## config.mk

```make
export PLATFORM = sky130hd
export DESIGN_NAME = fxm_mul_round_sat
export DESIGN_NICKNAME = d
export VERILOG_FILES = /design/src/rtl/fxm_pkg.sv /design/src/rtl/fxm_product.sv /design/src/rtl/fxm_rescale.sv /design/src/rtl/fxm_saturate.sv /design/src/rtl/fxm_out_stage.sv /design/src/rtl/fxm_mul_round_sat.sv
export SDC_FILE = /design/constraint.sdc
export NUM_CORES = 1
export LEC_CHECK = 0
export ABC_AREA = 0
export CAP_MARGIN = 5
export CORE_UTILIZATION = 60
export CTS_CLUSTER_DIAMETER = 120
export CTS_CLUSTER_SIZE = 16
export DETAILED_ROUTE_END_ITERATION = 16
export GPL_TIMING_DRIVEN = 0
export PLACE_DENSITY = 0.8
export SLEW_MARGIN = 0
export SYNTH_ARGS = -nofsm -noshare
export SYNTH_HDL_FRONTEND = slang
export SYNTH_SLANG_ARGS = --single-unit
```

## constraint.sdc

```tcl
create_clock -name clk -period 14.04 [get_ports clk]
set_input_delay 2.106 -clock clk [delete_from_list [all_inputs] [get_ports clk]]
set_output_delay 2.106 -clock clk [all_outputs]
set_load 0.05 [all_outputs]
```

## src/rtl/fxm_pkg.sv

```systemverilog
// Package: shared widths and types for the fixed-point multiplier.
// Assumes both operands and the result use one 16-bit signed format.
package fxm_pkg;
    localparam int DATA_W = 16;
    localparam int PROD_W = 2 * DATA_W;

    typedef logic signed [DATA_W-1:0] fx_t;
    typedef logic signed [PROD_W-1:0] fx_wide_t;

    typedef struct packed {
        fx_t  value;
        logic clamped;
    } fx_res_t;
endpackage

```

## src/rtl/fxm_product.sv

```systemverilog
// fxm_product: full-width signed product of two operands.
// Assumes two's-complement inputs; the output never overflows.
module fxm_product
    import fxm_pkg::*;
(
    input  fx_t      a_i,
    input  fx_t      b_i,
    output fx_wide_t prod_o
);
    // Sign-extend both operands to the product width, then multiply.
    always_comb begin
        prod_o = fx_wide_t'(a_i) * fx_wide_t'(b_i);
    end
endmodule

```

## src/rtl/fxm_rescale.sv

```systemverilog
// fxm_rescale: adds half an output LSB, then shifts arithmetically right.
// Assumes 1 <= FRAC_BITS <= 15. The sum cannot overflow, because the
// largest product magnitude is 2^30.
module fxm_rescale
    import fxm_pkg::*;
#(
    parameter int FRAC_BITS = 8
) (
    input  fx_wide_t prod_i,
    output fx_wide_t scaled_o
);
    localparam fx_wide_t HALF_LSB = fx_wide_t'(1) <<< (FRAC_BITS - 1);

    fx_wide_t rounded;

    // Round half up, then drop the extra fraction bits.
    always_comb begin
        rounded  = prod_i + HALF_LSB;
        scaled_o = rounded >>> FRAC_BITS;
    end
endmodule

```

## src/rtl/fxm_saturate.sv

```systemverilog
// fxm_saturate: clamps a wide signed value to the 16-bit signed range.
// Assumes a signed input. clamped is set only when the value is limited.
module fxm_saturate
    import fxm_pkg::*;
(
    input  fx_wide_t wide_i,
    output fx_res_t  res_o
);
    localparam fx_wide_t POS_LIM = fx_wide_t'(2 ** (DATA_W - 1) - 1);
    localparam fx_wide_t NEG_LIM = -fx_wide_t'(2 ** (DATA_W - 1));

    // Select the upper limit, the lower limit, or the value itself.
    always_comb begin
        if (wide_i > POS_LIM) begin
            res_o.value   = fx_t'(POS_LIM);
            res_o.clamped = 1'b1;
        end else if (wide_i < NEG_LIM) begin
            res_o.value   = fx_t'(NEG_LIM);
            res_o.clamped = 1'b1;
        end else begin
            res_o.value   = wide_i[DATA_W-1:0];
            res_o.clamped = 1'b0;
        end
    end
endmodule

```

## src/rtl/fxm_out_stage.sv

```systemverilog
// fxm_out_stage: optional single output register with valid/ready.
// OUT_REG=1 gives one full-throughput register stage. OUT_REG=0 is a
// combinational pass-through. Reset is synchronous and active low.
module fxm_out_stage
    import fxm_pkg::*;
#(
    parameter bit OUT_REG = 1'b1
) (
    input  logic    clk,
    input  logic    rst_n,
    input  logic    in_valid,
    output logic    in_ready,
    input  fx_res_t in_data,
    output logic    out_valid,
    input  logic    out_ready,
    output fx_res_t out_data
);
    generate
        if (OUT_REG) begin : g_reg
            logic    vld_q;
            fx_res_t dat_q;

            // Accept when the register is empty or being drained.
            always_comb begin
                in_ready = !vld_q || out_ready;
            end

            // Load a new result or clear the valid bit on each accepted slot.
            always_ff @(posedge clk) begin
                if (!rst_n) begin
                    vld_q <= 1'b0;
                    dat_q <= '0;
                end else if (in_ready) begin
                    vld_q <= in_valid;
                    if (in_valid) begin
                        dat_q <= in_data;
                    end
                end
            end

            // Drive the outputs from the register.
            always_comb begin
                out_valid = vld_q;
                out_data  = dat_q;
            end

            AST_ACCEPT_NEXT: assert property (@(posedge clk) disable iff (!rst_n)
                (in_valid && in_ready) |=> (out_valid && out_data == $past(in_data)));
            AST_STALL_HOLD: assert property (@(posedge clk) disable iff (!rst_n)
                (out_valid && !out_ready) |=> (out_valid && $stable(out_data)));
            AST_DRAIN_EMPTY: assert property (@(posedge clk) disable iff (!rst_n)
                (out_valid && out_ready && !in_valid) |=> !out_valid);
        end else begin : g_pass
            // Forward the handshake and the data without storage.
            always_comb begin
                out_valid = in_valid;
                in_ready  = out_ready;
                out_data  = in_data;
            end
        end
    endgenerate
endmodule

```

## src/rtl/fxm_mul_round_sat.sv

```systemverilog
// fxm_mul_round_sat: signed fixed-point multiply with round-half-up and
// saturation. Operands and result share FRAC_BITS fraction bits.
// Assumes 1 <= FRAC_BITS <= 15. Reset is synchronous and active low.
module fxm_mul_round_sat
    import fxm_pkg::*;
#(
    parameter int FRAC_BITS = 8,
    parameter bit OUT_REG   = 1'b1
) (
    input  logic        clk,
    input  logic        rst_n,
    input  logic        in_valid,
    output logic        in_ready,
    input  logic [15:0] op_a,
    input  logic [15:0] op_b,
    output logic        out_valid,
    input  logic        out_ready,
    output logic [15:0] res_o,
    output logic        ovf_o
);
    generate
        if (FRAC_BITS < 1 || FRAC_BITS > 15) begin : g_bad_frac
            $error("FRAC_BITS must lie in 1..15");
        end
    endgenerate

    fx_wide_t prod;
    fx_wide_t scaled;
    fx_res_t  sat_res;
    fx_res_t  stage_res;

    fxm_product u_prod (
        .a_i    (fx_t'(op_a)),
        .b_i    (fx_t'(op_b)),
        .prod_o (prod)
    );

    fxm_rescale #(.FRAC_BITS(FRAC_BITS)) u_rescale (
        .prod_i   (prod),
        .scaled_o (scaled)
    );

    fxm_saturate u_sat (
        .wide_i (scaled),
        .res_o  (sat_res)
    );

    fxm_out_stage #(.OUT_REG(OUT_REG)) u_out (
        .clk       (clk),
        .rst_n     (rst_n),
        .in_valid  (in_valid),
        .in_ready  (in_ready),
        .in_data   (sat_res),
        .out_valid (out_valid),
        .out_ready (out_ready),
        .out_data  (stage_res)
    );

    // Present the result and gate the flag with the valid bit.
    always_comb begin
        res_o = stage_res.value;
        ovf_o = out_valid && stage_res.clamped;
    end

    AST_CLAMP_LIMIT: assert property (@(posedge clk) disable iff (!rst_n)
        sat_res.clamped |-> (sat_res.value == 16'h7FFF || sat_res.value == 16'h8000));
    AST_CLAMP_SIGN: assert property (@(posedge clk) disable iff (!rst_n)
        sat_res.clamped |-> (sat_res.value[15] == scaled[PROD_W-1]));
    AST_NO_OVERFLOW: assert property (@(posedge clk) disable iff (!rst_n)
        !sat_res.clamped |-> (sat_res.value == scaled[DATA_W-1:0]));
    AST_FLAG_WITH_VALID: assert property (@(posedge clk) disable iff (!rst_n)
        ovf_o |-> out_valid);
endmodule

```

# Word-level counts from Yosys, hierarchy flattened
# Index checks and enable logic that the tools add are counted.
# op_classes
addsub,1
multipliers,1
n_div,0
magnitude_cmp,2
n_eq_ne,0
shifts,0
muxes,2
n_bitwise,0
n_reduce_logical,4
# ops
operator,count
17-bit 2-to-1 mux,2
"32-bit by 9-bit adder with 32-bit output, second input constant",1
16-bit by 16-bit multiplier with 32-bit output,1
"24-bit by 16-bit greater-than comparator with 1-bit output, second input constant",1
"24-bit by 16-bit less-than comparator with 1-bit output, second input constant",1
2-bit AND reduction,1
1-bit logical AND,1
1-bit logical NOT,1
1-bit logical OR,1
# word_totals
regBits,18
latchBits,0
mem_bits_rw,0
mem_bits_ro,0
in_bits,36
output_inout_bits,19
word_cells,13
memories,0

# Longest topological paths before layout
# depth
ltp_word,5
depth_mapped,24
mapped_depth_nobuf,23

# Hierarchy
# A second synthesis with hierarchy kept.
# hier_totals
hier_cells,1297
hier_area_um2,11499.8
# by_module_without_submodules
module,instances,cells_each,area_each_um2,seq_area_each_um2
fxm_product,1,1121,9978.3,0.0
fxm_out_stage,1,79,740.7,360.3
fxm_rescale,1,67,536.8,0.0
fxm_saturate,1,29,237.7,0.0
fxm_mul_round_sat,1,1,6.3,0.0

# Worst setup path before layout
# Ideal clock, no wire load.
# synth_path
path_type,input to register
from,input port op_b[7]
to,"register u_out.g_reg.dat_q, in the netlist u_out.out_data[13]"
arrival_ns,8.174
required_time_ns,13.918
path_slack_ns,5.744
stages,24
path_cell_list,clkbuf_1 > nand2_1 > fa_1 > inv_1 > fa_1 > inv_1 > fa_1 > inv_1 > fa_1 > fa_1 > inv_1 > fa_1 > inv_1 > ha_1 > a211o_1 > nor4_4 > a31oi_1 > o21a_1 > o21a_4 > or4_1 > a2111oi_2 > a41o_2 > buf_6 > o2bb2ai_1
# synth_via
elab_chain_len,5
word_cells_on_any_way,6
# synth_rtl
element,line_no,text
start: declaration,fxm_mul_round_sat.sv:15,"input logic [15:0] op_b,"
16-bit by 16-bit multiplier with 32-bit output (*),fxm_product.sv:12,prod_o = fx_wide_t'(a_i) * fx_wide_t'(b_i);
32-bit by 9-bit adder with 32-bit output (*),fxm_rescale.sv:18,rounded = prod_i + HALF_LSB;
24-bit by 16-bit less-than comparator with 1-bit output,fxm_saturate.sv:17,end else if (wide_i < NEG_LIM) begin
17-bit 2-to-1 mux,fxm_saturate.sv:17,
17-bit 2-to-1 mux (*),fxm_saturate.sv:14,if (wide_i > POS_LIM) begin
end signal: assignment,fxm_out_stage.sv:36,dat_q <= in_data;
end: declaration,fxm_out_stage.sv:21,fx_res_t dat_q;
# Every way passes the cells marked *; elsewhere a longest branch is shown, timed or not.
# A chain may end at the register's enable or synchronous reset.

# Final worst setup path
# layout_path
from,input port op_a[5]
to,"register u_out.g_reg.dat_q, in the netlist u_out.out_data[6]"
# layout_via
elab_chain_len,5
word_cells_on_any_way,6
# layout_rtl
element,line_no,text
start: declaration,fxm_mul_round_sat.sv:14,"input logic [15:0] op_a,"
16-bit by 16-bit multiplier with 32-bit output (*),fxm_product.sv:12,
32-bit by 9-bit adder with 32-bit output (*),fxm_rescale.sv:18,
24-bit by 16-bit less-than comparator with 1-bit output,fxm_saturate.sv:17,
17-bit 2-to-1 mux,fxm_saturate.sv:17,
17-bit 2-to-1 mux (*),fxm_saturate.sv:14,
# Marked as above.

==> flow_summary.yaml <==
run_status:
  status: "finished, final reports clean"
layout:
  drive_gt1_share_pct: 2.60
  fill_cells: 1436
  synthToLayoutAreaGrowth_pct: 8.45
  design_area_mm2: 0.0115
  seqCellArea_um2: 360
  fin_cells: 1458
  antennaDiodeCount: 0
  multiInputGateArea_mm2: 0.00884
  nNetsFinal: 1610
place:
  gp_congestion: 0.931
  dp_slack_ns: 4.25
  dp.cells: 1455
  hpwlAfterDp_mm: 21.6
  placed_area_mm2: 0.0114
  io_buffers: 54
critical_path:
  endpoint_kind: "register"
  cp.arrival_ns: 9.75
  reg2reg_from: "u_out.out_valid$_SDFFE_PN0N_"
  crit_type: "in2reg"
  critical_path.max_fanout: 10
  startpoint_type: "input pin"
  reg2reg_slack_ns: 11.96
  r2r_cells: 8
  rr_endpoint: "u_out.out_data[6]$_SDFFE_PN0P_"
  required_ns: 14.17
synth:
  synth-xor-area-share_pct: 2.80
  ys_seq_area_share_pct: 3.39
  synth_top_area_share_pct: 49.4
  yosysTopAreaCell: "fa_1"
  yosysMostFrequentCell: "inv_1"
  synth.area.top_cells: "fa_1 49%, inv_1 11%, ha_1 9.1%"
  ys_ff_latch: 18
  syn_avg_cell_area_um2: 9.03
  yosys-mux-area-fraction_pct: 0.318
  synthAdderAreaFrac_pct: 58.5
  synth_simple_gate_area_share_pct: 15.1
  async_flop_share_pct: 0
  netlist_area_mm2: 0.0106
  synth_top_family_by_area: "adder cells"
  synth_compound_area_share_pct: 6.58
  yosys_warnings: 0
  ys_types: 55
  synth_edf_count: 0
  synthesis.nets: 1551
  synthesis.instances: 1176
  synth_flop_cell: "dfxtp_1"
  yosys-top-cells-count: "304 x inv_1, 262 x fa_1, 137 x nand2_1"
detailed_routing:
  ant_nets: 0
  vias_per_cell: 5.51
  drc: 0
  dr.first_iter.drc_count: 492
  drt_wl_total_mm: 25.2
  drt_pass1_iterations: 5
  num_vias: 8030
  wl_per_cell_um: 17.3
die:
  die_area_mm2: 0.0182
  fp.dieW_um: 135
  die-height_um: 135
  io_pins: 55
  start_util_pct: 61.4
  core_area_mm2: 0.0173
  rows: 48
sta:
  setup_viol: 0
  drv_slew: 0
  rsz0062_at_grt: "false"
  worst_pin_slew_ns: 0.769
  final_hold_viol_count: 0
  fin_skew_ns: 0.00137
  fin_crit_ns: 9.62
  max_freq_mhz: 104
  fin_crit_sh_pct: 68.5
  max-slew-margin-rel_pct: 48.8
  timing.setup.tns_ns: 0
  postLayoutSetupSlackWorst_ns: 4.42
clock_tree:
  clockBufferDepth: 2
  postCtsSetupRepairBufs: 0
  cts_hold_buf: 0
  ctsResizeCount: 0
  clk_latency_ns: 0.25
  cts_buffers: 3
  htreeDepth: 1
  cts_tree: "yes"
  root_buffer: "clkbuf_16"
  cts_sinks: 18
  clk_pin_slew_ns: 0.05
min_path:
  holdPathEnd: "u_out.out_valid$_SDFFE_PN0N_"
  holdPathStages: 2
  min_from: "u_out.out_valid$_SDFFE_PN0N_"
  hold_path.class: "reg2reg"
flow_run:
  cap_violations: 0
global_routing:
  grt.overflow.total: 0
  grt_first_pass_wirelength_mm: 42.4
  first_global_vias: 8792
  grtUsageTotal_pct: 30.9
  grt_max_degree: 11
  antenna_found_initial: 0
[through the flow]
step	utilization [%]	hold WS [ns]
after floorplan	-	0.496
after global placement	66.1	0.532
after detailed placement	66.1	0.546
after CTS	66.6	0.554
after global routing	66.6	0.597
final	66.6	0.550
[worst max-delay path, stage by stage]
cell             delay [ns]
clkdlybuf4s50_1        0.69
clkbuf_1               0.63
nand2_1                0.16
fa_1                   0.51
inv_1                  0.06
fa_1                   0.50
inv_1                  0.06
fa_1                   0.52
inv_1                  0.05
fa_1                   0.45
fa_1                   0.49
inv_1                  0.05
fa_1                   0.62
inv_1                  0.06
ha_1                   0.33
a211o_1                0.35
nor4_4                 0.17
a31oi_1                0.15
o21a_1                 0.24
o21a_4                 0.23
or4_1                  0.42
a2111oi_2              0.30
a41o_2                 0.34
buf_6                  0.17
o2bb2ai_1              0.07
[how the worst max path moves through the flow]
stage          slack [ns]  cells past startpoint                         endpoint  startpoint
4_1_cts              4.50                     25   u_out.out_data[6]$_SDFFE_PN0P_     op_a[5]
2_1_floorplan        5.74                     24  u_out.out_data[13]$_SDFFE_PN0P_     op_b[7]
6_report             4.42                     25   u_out.out_data[6]$_SDFFE_PN0P_     op_a[5]
5_1_grt              4.12                     25   u_out.out_data[3]$_SDFFE_PN0P_     op_a[5]
3_5_place_dp         4.25                     25   u_out.out_data[9]$_SDFFE_PN0P_     op_a[5]
3_3_place_gp         4.36                     25  u_out.out_data[15]$_SDFFE_PN0P_     op_a[5]
[registers in the layout, indices dropped and copies added, names as in the netlist]
name	flops
u_out.out_data	17
u_out.out_valid	1
[final cells by class]
type                       count  share of cell area (%)
sequential                    18                    3.13
timing repair buffer          54                    4.69
buffer                        54                    2.36
tap                          225                    2.44
clock buffer                   3                   0.652
inverter                     304                    9.91
multi-input combinational    800                    76.8
[placed cells by master, fill, tap and decap left out, types with 8 or more instances in the layout]
cell / n
nand2_1: 137
and2_1: 120
buf_4: 16
nand2b_1: 9
xor2_1: 14
clkdlybuf4s50_1: 54
ha_1: 77
nor2_1: 33
inv_1: 304
xnor2_1: 20
dfxtp_1: 18
o2bb2ai_1: 10
fa_1: 262
a21o_1: 8
o21ai_0: 25
clkbuf_1: 35
a21oi_1: 21
[layer usage]
layer  vias up  global-route usage, %  share of wire, %
met5         -                      0                 0
met3        93                   4.80               7.1
met2       321                   52.5                49
met1      4056                   38.5                38
met4         0                   14.9               5.8
li1       3560                      -                 -
[kinds of logic after synthesis]
kind of cell,Yosys count
adders and majority gates,339
buffers and inverters,358
muxes,3
DFF,18
xor gates and xnor gates,34
and+or+nand+nor,321
AOI/OAI and AO/OA,103
Power is left out: the tool's default activity adds up to more than one toggle a clock period on the data nets, which glitch-free logic cannot reach.
